==> config.mk <==
export PLATFORM = sky130hd
export DESIGN_NAME = fltspi_engine
export DESIGN_NICKNAME = d
export VERILOG_FILES = /design/src/rtl/fltspi_pkg.sv /design/src/rtl/fltspi_sclk_gen.sv /design/src/rtl/fltspi_shreg.sv /design/src/rtl/fltspi_engine.sv
export SDC_FILE = /design/constraint.sdc
export NUM_CORES = 1
export LEC_CHECK = 0
export CORE_MARGIN = 3
export CORE_UTILIZATION = 52
export CTS_CLUSTER_SIZE = 16
export DETAILED_ROUTE_END_ITERATION = 16
export PLACE_DENSITY = 0.88
export SLEW_MARGIN = 10
export SYNTH_ARGS = -nofsm -noshare
export SYNTH_HDL_FRONTEND = slang
export SYNTH_SLANG_ARGS = --single-unit
==> constraint.sdc <==
create_clock -name clk -period 2.4 [get_ports clk]
set_input_delay 0.48 -clock clk [delete_from_list [all_inputs] [get_ports clk]]
set_output_delay 0.48 -clock clk [all_outputs]
set_load 0.1 [all_outputs]
==> src/rtl/fltspi_pkg.sv <==
package fltspi_pkg;

  localparam int FRAME_W = 32;
  localparam int DATA_W  = 24;
  localparam logic [2:0] CHIP_TAG = 3'b101;

  typedef enum logic [1:0] {
    ST_IDLE,
    ST_XFER,
    ST_GAP
  } seq_state_t;

  // Outgoing word: payload first, then register select above the tag.
  function automatic logic [FRAME_W-1:0] build_frame(
    input logic [DATA_W-1:0] data,
    input logic [4:0]        reg_sel
  );
    return {data, reg_sel, CHIP_TAG};
  endfunction

  function automatic logic tag_ok(input logic [7:0] last_byte);
    return last_byte[2:0] == CHIP_TAG;
  endfunction

endpackage

==> src/rtl/fltspi_sclk_gen.sv <==
module fltspi_sclk_gen #(
  parameter int DIV = 8
) (
  input  logic clk,
  input  logic rst_n,
  input  logic run,
  output logic sclk,
  output logic rise_tick,
  output logic fall_tick
);

  localparam int LO = DIV / 2;
  localparam int CW = (DIV > 2) ? $clog2(DIV) : 1;

  logic [CW-1:0] sub;

  assign rise_tick = run && (sub == CW'(LO - 1));
  assign fall_tick = run && (sub == CW'(DIV - 1));

  always_ff @(posedge clk or negedge rst_n) begin
    if (!rst_n) begin
      sub  <= '0;
      sclk <= 1'b0;
    end else if (!run) begin
      sub  <= '0;
      sclk <= 1'b0;
    end else begin
      if (fall_tick) sub <= '0;
      else           sub <= sub + 1'b1;
      if (rise_tick)      sclk <= 1'b1;
      else if (fall_tick) sclk <= 1'b0;
    end
  end

endmodule

==> src/rtl/fltspi_shreg.sv <==
module fltspi_shreg #(
  parameter int W = 32
) (
  input  logic         clk,
  input  logic         rst_n,
  input  logic         load,
  input  logic [W-1:0] load_val,
  input  logic         shift,
  input  logic         din,
  output logic [W-1:0] word
);

  always_ff @(posedge clk or negedge rst_n) begin
    if (!rst_n)      word <= '0;
    else if (load)   word <= load_val;
    else if (shift)  word <= {word[W-2:0], din};
  end

endmodule

==> src/rtl/fltspi_engine.sv <==
module fltspi_engine
  import fltspi_pkg::*;
#(
  parameter int DIV      = 8,
  parameter int GAP_SCLK = 2,
  parameter int AW       = 5
) (
  input  logic              clk,
  input  logic              rst_n,
  input  logic              req_valid,
  input  logic              req_read,
  input  logic [AW-1:0]     req_addr,
  input  logic [DATA_W-1:0] req_wdata,
  output logic              ready,
  output logic              done,
  output logic              err,
  output logic [DATA_W-1:0] rd_data,
  output logic              spi_sel_n,
  output logic              spi_sclk,
  output logic              spi_mosi,
  input  logic              spi_miso
);

  localparam int GAP_CYC = GAP_SCLK * DIV;
  localparam int GW      = $clog2(GAP_CYC + 1);
  localparam int BW      = $clog2(FRAME_W);

  seq_state_t          state;
  logic                rd_op;
  logic                rb_phase;
  logic [BW-1:0]       bit_cnt;
  logic [GW-1:0]       gap_cnt;
  logic                rise_tick, fall_tick;
  logic [FRAME_W-1:0]  sr;
  logic [FRAME_W-1:0]  load_val;
  logic [FRAME_W-1:0]  first_frame;
  logic [FRAME_W-1:0]  rx_word;
  logic [4:0]          addr5;

  // Named internal events, also observed by the checker.
  logic accept, xfer, frame_end, gap_end, rb_start, op_end, rb_frame, load;

  assign ready     = (state == ST_IDLE);
  assign xfer      = (state == ST_XFER);
  assign accept    = req_valid && ready;
  assign frame_end = xfer && fall_tick && (bit_cnt == BW'(FRAME_W - 1));
  assign gap_end   = (state == ST_GAP) && (gap_cnt == GW'(GAP_CYC - 1));
  assign rb_start  = gap_end && rd_op && !rb_phase;
  assign op_end    = gap_end && !(rd_op && !rb_phase);
  assign rb_frame  = xfer && rb_phase;

  assign addr5       = 5'(req_addr);
  assign first_frame = req_read ? build_frame(DATA_W'(addr5), 5'd0)
                                : build_frame(req_wdata, addr5);
  assign load        = accept || rb_start;
  assign load_val    = accept ? first_frame : '0;
  assign rx_word     = {sr[FRAME_W-2:0], spi_miso};

  assign spi_sel_n = !xfer;
  assign spi_mosi  = xfer && sr[FRAME_W-1];

  fltspi_sclk_gen #(.DIV(DIV)) u_clk (
    .clk       (clk),
    .rst_n     (rst_n),
    .run       (xfer),
    .sclk      (spi_sclk),
    .rise_tick (rise_tick),
    .fall_tick (fall_tick)
  );

  fltspi_shreg #(.W(FRAME_W)) u_sr (
    .clk      (clk),
    .rst_n    (rst_n),
    .load     (load),
    .load_val (load_val),
    .shift    (xfer && fall_tick),
    .din      (rb_frame && spi_miso),
    .word     (sr)
  );

  always_ff @(posedge clk or negedge rst_n) begin
    if (!rst_n) begin
      state    <= ST_IDLE;
      rd_op    <= 1'b0;
      rb_phase <= 1'b0;
      bit_cnt  <= '0;
      gap_cnt  <= '0;
      done     <= 1'b0;
      err      <= 1'b0;
      rd_data  <= '0;
    end else begin
      done <= 1'b0;
      unique case (state)
        ST_IDLE: begin
          if (accept) begin
            state    <= ST_XFER;
            rd_op    <= req_read;
            rb_phase <= 1'b0;
            bit_cnt  <= '0;
          end
        end
        ST_XFER: begin
          if (fall_tick) bit_cnt <= bit_cnt + 1'b1;
          if (frame_end) begin
            state   <= ST_GAP;
            gap_cnt <= '0;
            if (rb_phase) begin
              if (tag_ok(rx_word[7:0])) begin
                rd_data <= rx_word[FRAME_W-1:8];
                err     <= 1'b0;
              end else begin
                rd_data <= '0;
                err     <= 1'b1;
              end
            end
          end
        end
        ST_GAP: begin
          gap_cnt <= gap_cnt + 1'b1;
          if (rb_start) begin
            state    <= ST_XFER;
            rb_phase <= 1'b1;
            bit_cnt  <= '0;
          end else if (op_end) begin
            state <= ST_IDLE;
            done  <= 1'b1;
            if (!rd_op) err <= 1'b0;
          end
        end
        default: state <= ST_IDLE;
      endcase
    end
  end

endmodule

Word level (Yosys, flattened, before mapping)
Cells that the tools add are included.
W data, S select, Z words.
{"block": "totals", "ff_bits": 76, "input_bits": 34, "out_inout_bits": 30, "elab_cells": 94}
{"block": "op_classes", "addsub": 3, "eq_ne": 17, "mux": 34, "reduce_logical": 29}
{"op": "$mux W32", "n": 4}
{"op": "$mux W24", "n": 1}
{"op": "$mux W5", "n": 4}
{"op": "$pmux W5 S3", "n": 1}
{"op": "$mux W1", "n": 14}
{"op": "$ne A2 B2 Y1 const B", "n": 7}
{"op": "$logic_and A1 B1 Y1", "n": 13}
{"op": "$add A5 B1 Y5 const B", "n": 2}
{"op": "$pmux W5 S2", "n": 1}
{"op": "$reduce_and A3 Y1", "n": 3}
{"op": "$mux W2", "n": 4}
{"op": "$eq A3 B3 Y1 const B", "n": 2}
{"op": "$mux W3", "n": 2}
{"op": "$ne A3 B3 Y1 const B", "n": 2}
{"op": "$pmux W2 S3", "n": 1}
{"op": "$reduce_and A6 Y1", "n": 1}
{"op": "$reduce_bool A2 Y1", "n": 3}
{"op": "$eq A5 B4 Y1 const B", "n": 1}
{"op": "$eq A5 B5 Y1 const B", "n": 1}
{"op": "$pmux W1 S2", "n": 2}
{"op": "$reduce_and A2 Y1", "n": 2}
{"op": "$reduce_and A4 Y1", "n": 1}
{"op": "$add A3 B1 Y3 const B", "n": 1}
{"op": "$eq A3 B2 Y1 const B", "n": 1}
{"op": "other kinds (7)", "n": 9}

Longest topological paths before layout
{"block": "depth", "depth_word": 7, "depth_mapped": 10, "mapped_depth_nobuf": 7}

By module
A second synthesis with hierarchy kept.
{"block": "unflattened", "hier_cells": 386, "area_unflattened_um2": 3736.1}
{"mod": "fltspi_engine", "instances": 1, "cells_per_inst": 230, "area_each_um2": 2016.9}
{"mod": "fltspi_shreg", "instances": 1, "cells_per_inst": 139, "area_each_um2": 1515.2}
{"mod": "fltspi_sclk_gen", "instances": 1, "cells_per_inst": 17, "area_each_um2": 203.9}

Least setup slack after synthesis
OpenSTA, ideal clock, no wires.
{"block": "synth_path", "path_kind": "register to output", "startpoint": "register state[1]", "endpoint": "output ready", "arrival_time_ps": 1869, "setup_slack_ps": 51, "stages_incl_launch_ff": 3, "path_buffers": 1, "path_cell_list": "dfrtp_1 > clkbuf_1 > nor2_1"}
{"block": "synth_between", "elab_chain_len": 1}
{"item": "start: declaration", "line_no": "fltspi_engine.sv:28", "source": "seq_state_t state;"}
{"item": "start signal: assignment", "line_no": "fltspi_engine.sv:83", "source": "state <= ST_IDLE;"}
{"item": "start signal: assignment", "line_no": "fltspi_engine.sv:96", "source": "state <= ST_XFER;"}
{"item": "start signal: assignment", "line_no": "fltspi_engine.sv:105", "source": "state <= ST_GAP;"}
{"item": "$logic_not A2 Y1", "line_no": "fltspi_engine.sv:43", "source": "assign ready = (state == ST_IDLE);"}
{"item": "end: declaration", "line_no": "fltspi_engine.sv:14", "source": "output logic ready,"}
No other way between the ends.

Worst setup path in the final report
{"block": "layout_path", "startpoint": "register state[0]", "endpoint": "output spi_sel_n"}
{"block": "layout_between", "elab_chain_len": 2}
{"item": "$eq A2 B1 Y1", "line_no": "fltspi_engine.sv:44", "source": "assign xfer = (state == ST_XFER);"}
{"item": "$logic_not A1 Y1"}
{"item": "end: declaration", "line_no": "fltspi_engine.sv:18", "source": "output logic spi_sel_n,"}
No other way between the ends.

==> results.md <==
- The initial antenna violation count is 0.
- The largest individual stage delay along the critical path comes from the cell sky130_fd_sc_hd__dfrtp_1.
- The post-route met1 wirelength is ~3.4 mm.
- Summed over all layers, the routed wires come to between 8 and 9 mm.
- The peak supply drop is between 0.3 and 0.4 mV.
- The die covers about 7700 um2.
- The routed design uses ~500 um of met3 wire.
- The area growth from synthesis to layout is 24.6%.
- The congestion estimate from routability-driven global placement came to 0.819.
- The signal on the critical path passes through inv_1 > nor2_1 > inv_1 > buf_12.
- The total global routing track utilization is 0.226.
- The first routing iteration left about 190 violations.
- Clock latency on the worst-skew pair, taken at its later pin, is roughly 0.35 ns.
- The final sum of negative setup slack is 0 ns.
- The share of post-route cells with drive strength above 1 is 0.153.
- By startpoint and endpoint, the worst setup path is classified as reg2out.
- Setup repair after global routing left no endpoint under its margin.
- The core outline area is around 6400 um2.
- The flow ran to the end, and the final reports show no timing, DRC or antenna violations.
- The total count of max-transition violations in the final report was 0.
- Of all nets on the critical path, the largest fanout is 13.
- TritonCTS built the clock tree.
- The uppermost layer routed is met4.
- The setup slack of the critical path after layout is between 0.15 and 0.2 ns.
- The max capacitance violation total is 0.
- At the pin with the least slew margin, the transition time is slightly below 0.5 ns.
- The level count of the clock H-tree is 3.
- Synthesis produced a netlist with a net count of approximately 430.
- The maximum root-to-sink buffer count is 2.
- The proportion of register bits with asynchronous set or reset after synthesis is 1.00.
- The number of iterations in the first detailed-routing pass is 5.
- The path class of the lowest-slack min-delay path is in2async.
- The category of the worst setup path launch point is a flop.
- The critical path data required time is approximately 1.9 ns.
- Once placement finished, the instance area stood at 4150 um2.
- The worst slew slack as a fraction of its limit is 0.672.
- The initial utilization of the core area, before any placement, comes to 0.543.
- The maximum clock rate is ~0.45 GHz.
- The leakage dissipation is ~2 nW.
- In this run, synthesis produced a sequential element count of 76.
- The number of failing setup endpoints in the final timing report is 0.
- The synthesized netlist occupies a cell area of approximately 3500 um2.
- The number of clock sinks seen by CTS is 76.
- The finished cells cover between 4000 and 5000 um2.
- The cell count after synthesis came out at 388.
- The combined buffer and inverter count along the critical path is 3.
- The pin count of the biggest net entering global routing is 49.
- The floorplan step set the die height to 87.9 um.
- For this run, the number of Yosys warnings is 0.
- Synthesis instantiated 37 different standard cells from the library.
- The mean number of vias per cell is between 5 and 6.
- The total chip power is 2.45 mW.
- The worst setup path is captured at an output port.
- The maximum single-stage delay on the critical path is ~0.58 ns.
- After synthesis, the mean cell area works out to about 9 um2.
- Dividing the detail-routed wire length by the instance count gives 15.3 um.
- The most numerous cell on the critical path is sky130_fd_sc_hd__inv_1.
- 64 I/O pins were placed.
- The post-place setup slack is between 0.03 and 0.04 ns.
- The cell chosen for the clock root is sky130_fd_sc_hd__clkbuf_8.
- The first global-routing pass estimated about 13 mm of wire.
- The count of flip-flops with a built-in enable after synthesis is 0.
- The die outline width is 87.9 um.
- The site row count is 29.
- The detailed placement HPWL is roughly 5.4 mm.
- TritonCTS created 9 clock buffers.
- The post-layout minimum cycle time is between 2 and 2.5 ns.
- The number of global-route vias before repair is between 2000 and 3000.
- Once detail routing completed, the nets flagged for antenna violations numbered 0.
- The clock arrives with ~0.0074 ns of skew.
- The share of the Yosys chip area taken by registers is 0.545.
- The clock-pin transition on the worst setup and hold timing paths is 0.07 ns.
- On the critical path the largest part of the delay comes from buffers and inverters.
- The remaining global-route overflow is 0.
- Of the available clock period, the critical path in the final layout requires 0.920.
- The total via count after detailed routing is ~3000.
- For this run, the leading register cell type out of synthesis is sky130_fd_sc_hd__dfrtp_1.
- The final number of hold-violating endpoints is 0.
- The data arrival at the endpoint of the critical path is about 1.7 ns.
- The number of antenna diodes is 0.
- In the routed design, unresolved DRC markers number 0.
- The number of buffers inserted for hold repair after clock tree synthesis is 0.
- The routed length on met2 is about 4.0 mm.
- The power density of the placed cells is about 560 nW/um2.
- After the last flow step, the layout net total stands at between 400 and 500.
- During placement, the flow inserted port buffers numbering between 60 and 70.
- At the end of the flow the core is filled with cells to 0.677.
logic make-up after synthesis:
| kind of cell | synth area share |
|---|---|
| AND/OR/NAND/NOR | 0.181 |
| AO/OA/AOI/OAI | 0.171 |
| flip-flops | 0.545 |
| buffers and inverters | 0.0499 |
| multiplexers | 0.0255 |
| adder cells (fa/ha/maj) | 0.0251 |
| XOR/XNOR | 0.00251 |
worst register-to-register path, cell delays in order, from the launching register on:
cell and delay (ns):
sky130_fd_sc_hd__dfrtp_1 0.43, sky130_fd_sc_hd__ha_1 0.25, sky130_fd_sc_hd__and3_1 0.19, sky130_fd_sc_hd__ha_1 0.23
sky130_fd_sc_hd__nand4b_1 0.11, sky130_fd_sc_hd__a21o_2 0.46, sky130_fd_sc_hd__o21ai_0 0.23, sky130_fd_sc_hd__a21oi_1 0.21
final timing paths:
path | depth (start not counted) | slack, ns | endpoint | from
worst min-delay path | 1 | 0.08 | u_clk.sclk | rst_n
min in group clk | 1 | 0.47 | u_clk.sub[0] | u_clk.sub[0]
worst max-delay path | 4 | 0.19 | spi_sel_n | state[0]
max in group asynchronous | 2 | 1.77 | rd_data[8] | rst_n
worst max register to register | 7 | 0.22 | u_sr.word[21] | gap_cnt[0]
worst min register to register | 1 | 0.47 | u_clk.sub[0] | u_clk.sub[0]
registers in the layout (all words and copies together) (netlist names):
| name | flops |
|---|---|
| done | 1 |
| err | 1 |
| u_sr.word | 32 |
| u_clk.sclk | 1 |
| gap_cnt | 5 |
| state | 2 |
| rd_data | 24 |
| u_clk.sub | 3 |
| rd_op | 1 |
| bit_cnt | 5 |
| rb_phase | 1 |
layout make-up:
cell class	count	area (um2)
Clock inverter	4	48.8
Clock buffer	11	151
Sequential cell	76	1900
Timing Repair Buffer	76	688
Multi-Input combinational cell	274	1420
Fill cell	505	2080
Inverter	11	41.3
Tap cell	77	96.3
per-stage QoR:
step	instances	hold slack, ns
after floorplan	388	0.184
after global placement	514	0.432
after detailed placement	514	0.458
after CTS	529	0.0849
after global routing	529	0.100
final	529	0.0760
Yosys cell counts, drive strengths merged (2+ instances only):
| cell type | n | area share |
|---|---|---|
| a211oi | 2 | 0.0043 |
| a21oi | 37 | 0.053 |
| a221oi | 3 | 0.0075 |
| a22oi | 2 | 0.0043 |
| a31oi | 3 | 0.0054 |
| and3 | 4 | 0.0072 |
| buf | 8 | 0.018 |
| clkbuf | 19 | 0.020 |
| dfrtp | 76 | 0.55 |
| ha | 7 | 0.025 |
| inv | 11 | 0.012 |
| mux2 | 7 | 0.023 |
| nand2 | 88 | 0.095 |
| nand2b | 2 | 0.0036 |
| nand3 | 3 | 0.0043 |
| nand3b | 3 | 0.010 |
| nand4 | 2 | 0.0036 |
| nor2 | 37 | 0.040 |
| nor2b | 2 | 0.0036 |
| nor3 | 3 | 0.0057 |
| o21ai | 54 | 0.077 |
| o22ai | 4 | 0.0072 |
| or3 | 2 | 0.0036 |
routing by layer:
layer,up-vias,GRT usage
met5,-,0
met1,1445,0.299
li1,1424,-
met2,130,0.371
met4,0,0.106
met3,17,0.0310
cell usage in the layout (no fill, tap or decap), drive strengths merged, types with 2 or more instances in the layout:
master         count
nand2             88
dfrtp             76
o21ai             54
buf               44
nor2              37
a21oi             37
clkdlybuf4s50     32
inv               11
clkbuf            11
ha                 7
mux2               7
and3               4
o22ai              4
a31oi              3
nand3              3
a221oi             3
nor3               3
nand3b             3
clkinv             3
a211oi             2
nor2b              2
or3                2
nand2b             2
nand4              2
a22oi              2
power by group:
group          total [mW]  internal (mW)  switching, mW
Clock               0.989          0.530          0.460
Combinational       0.138         0.0743         0.0635
Sequential           1.33           1.30         0.0208
repair_timing:
| item | CTS | global route |
|---|---|---|
| endpoints found under the hold margin | 0 | 0 |
| setup endpoints to repair | 4 | 0 |
| buffers inserted | 0 | 0 |
| resized for setup | 1 | 0 |
Power figures use the tool's default switching activity.
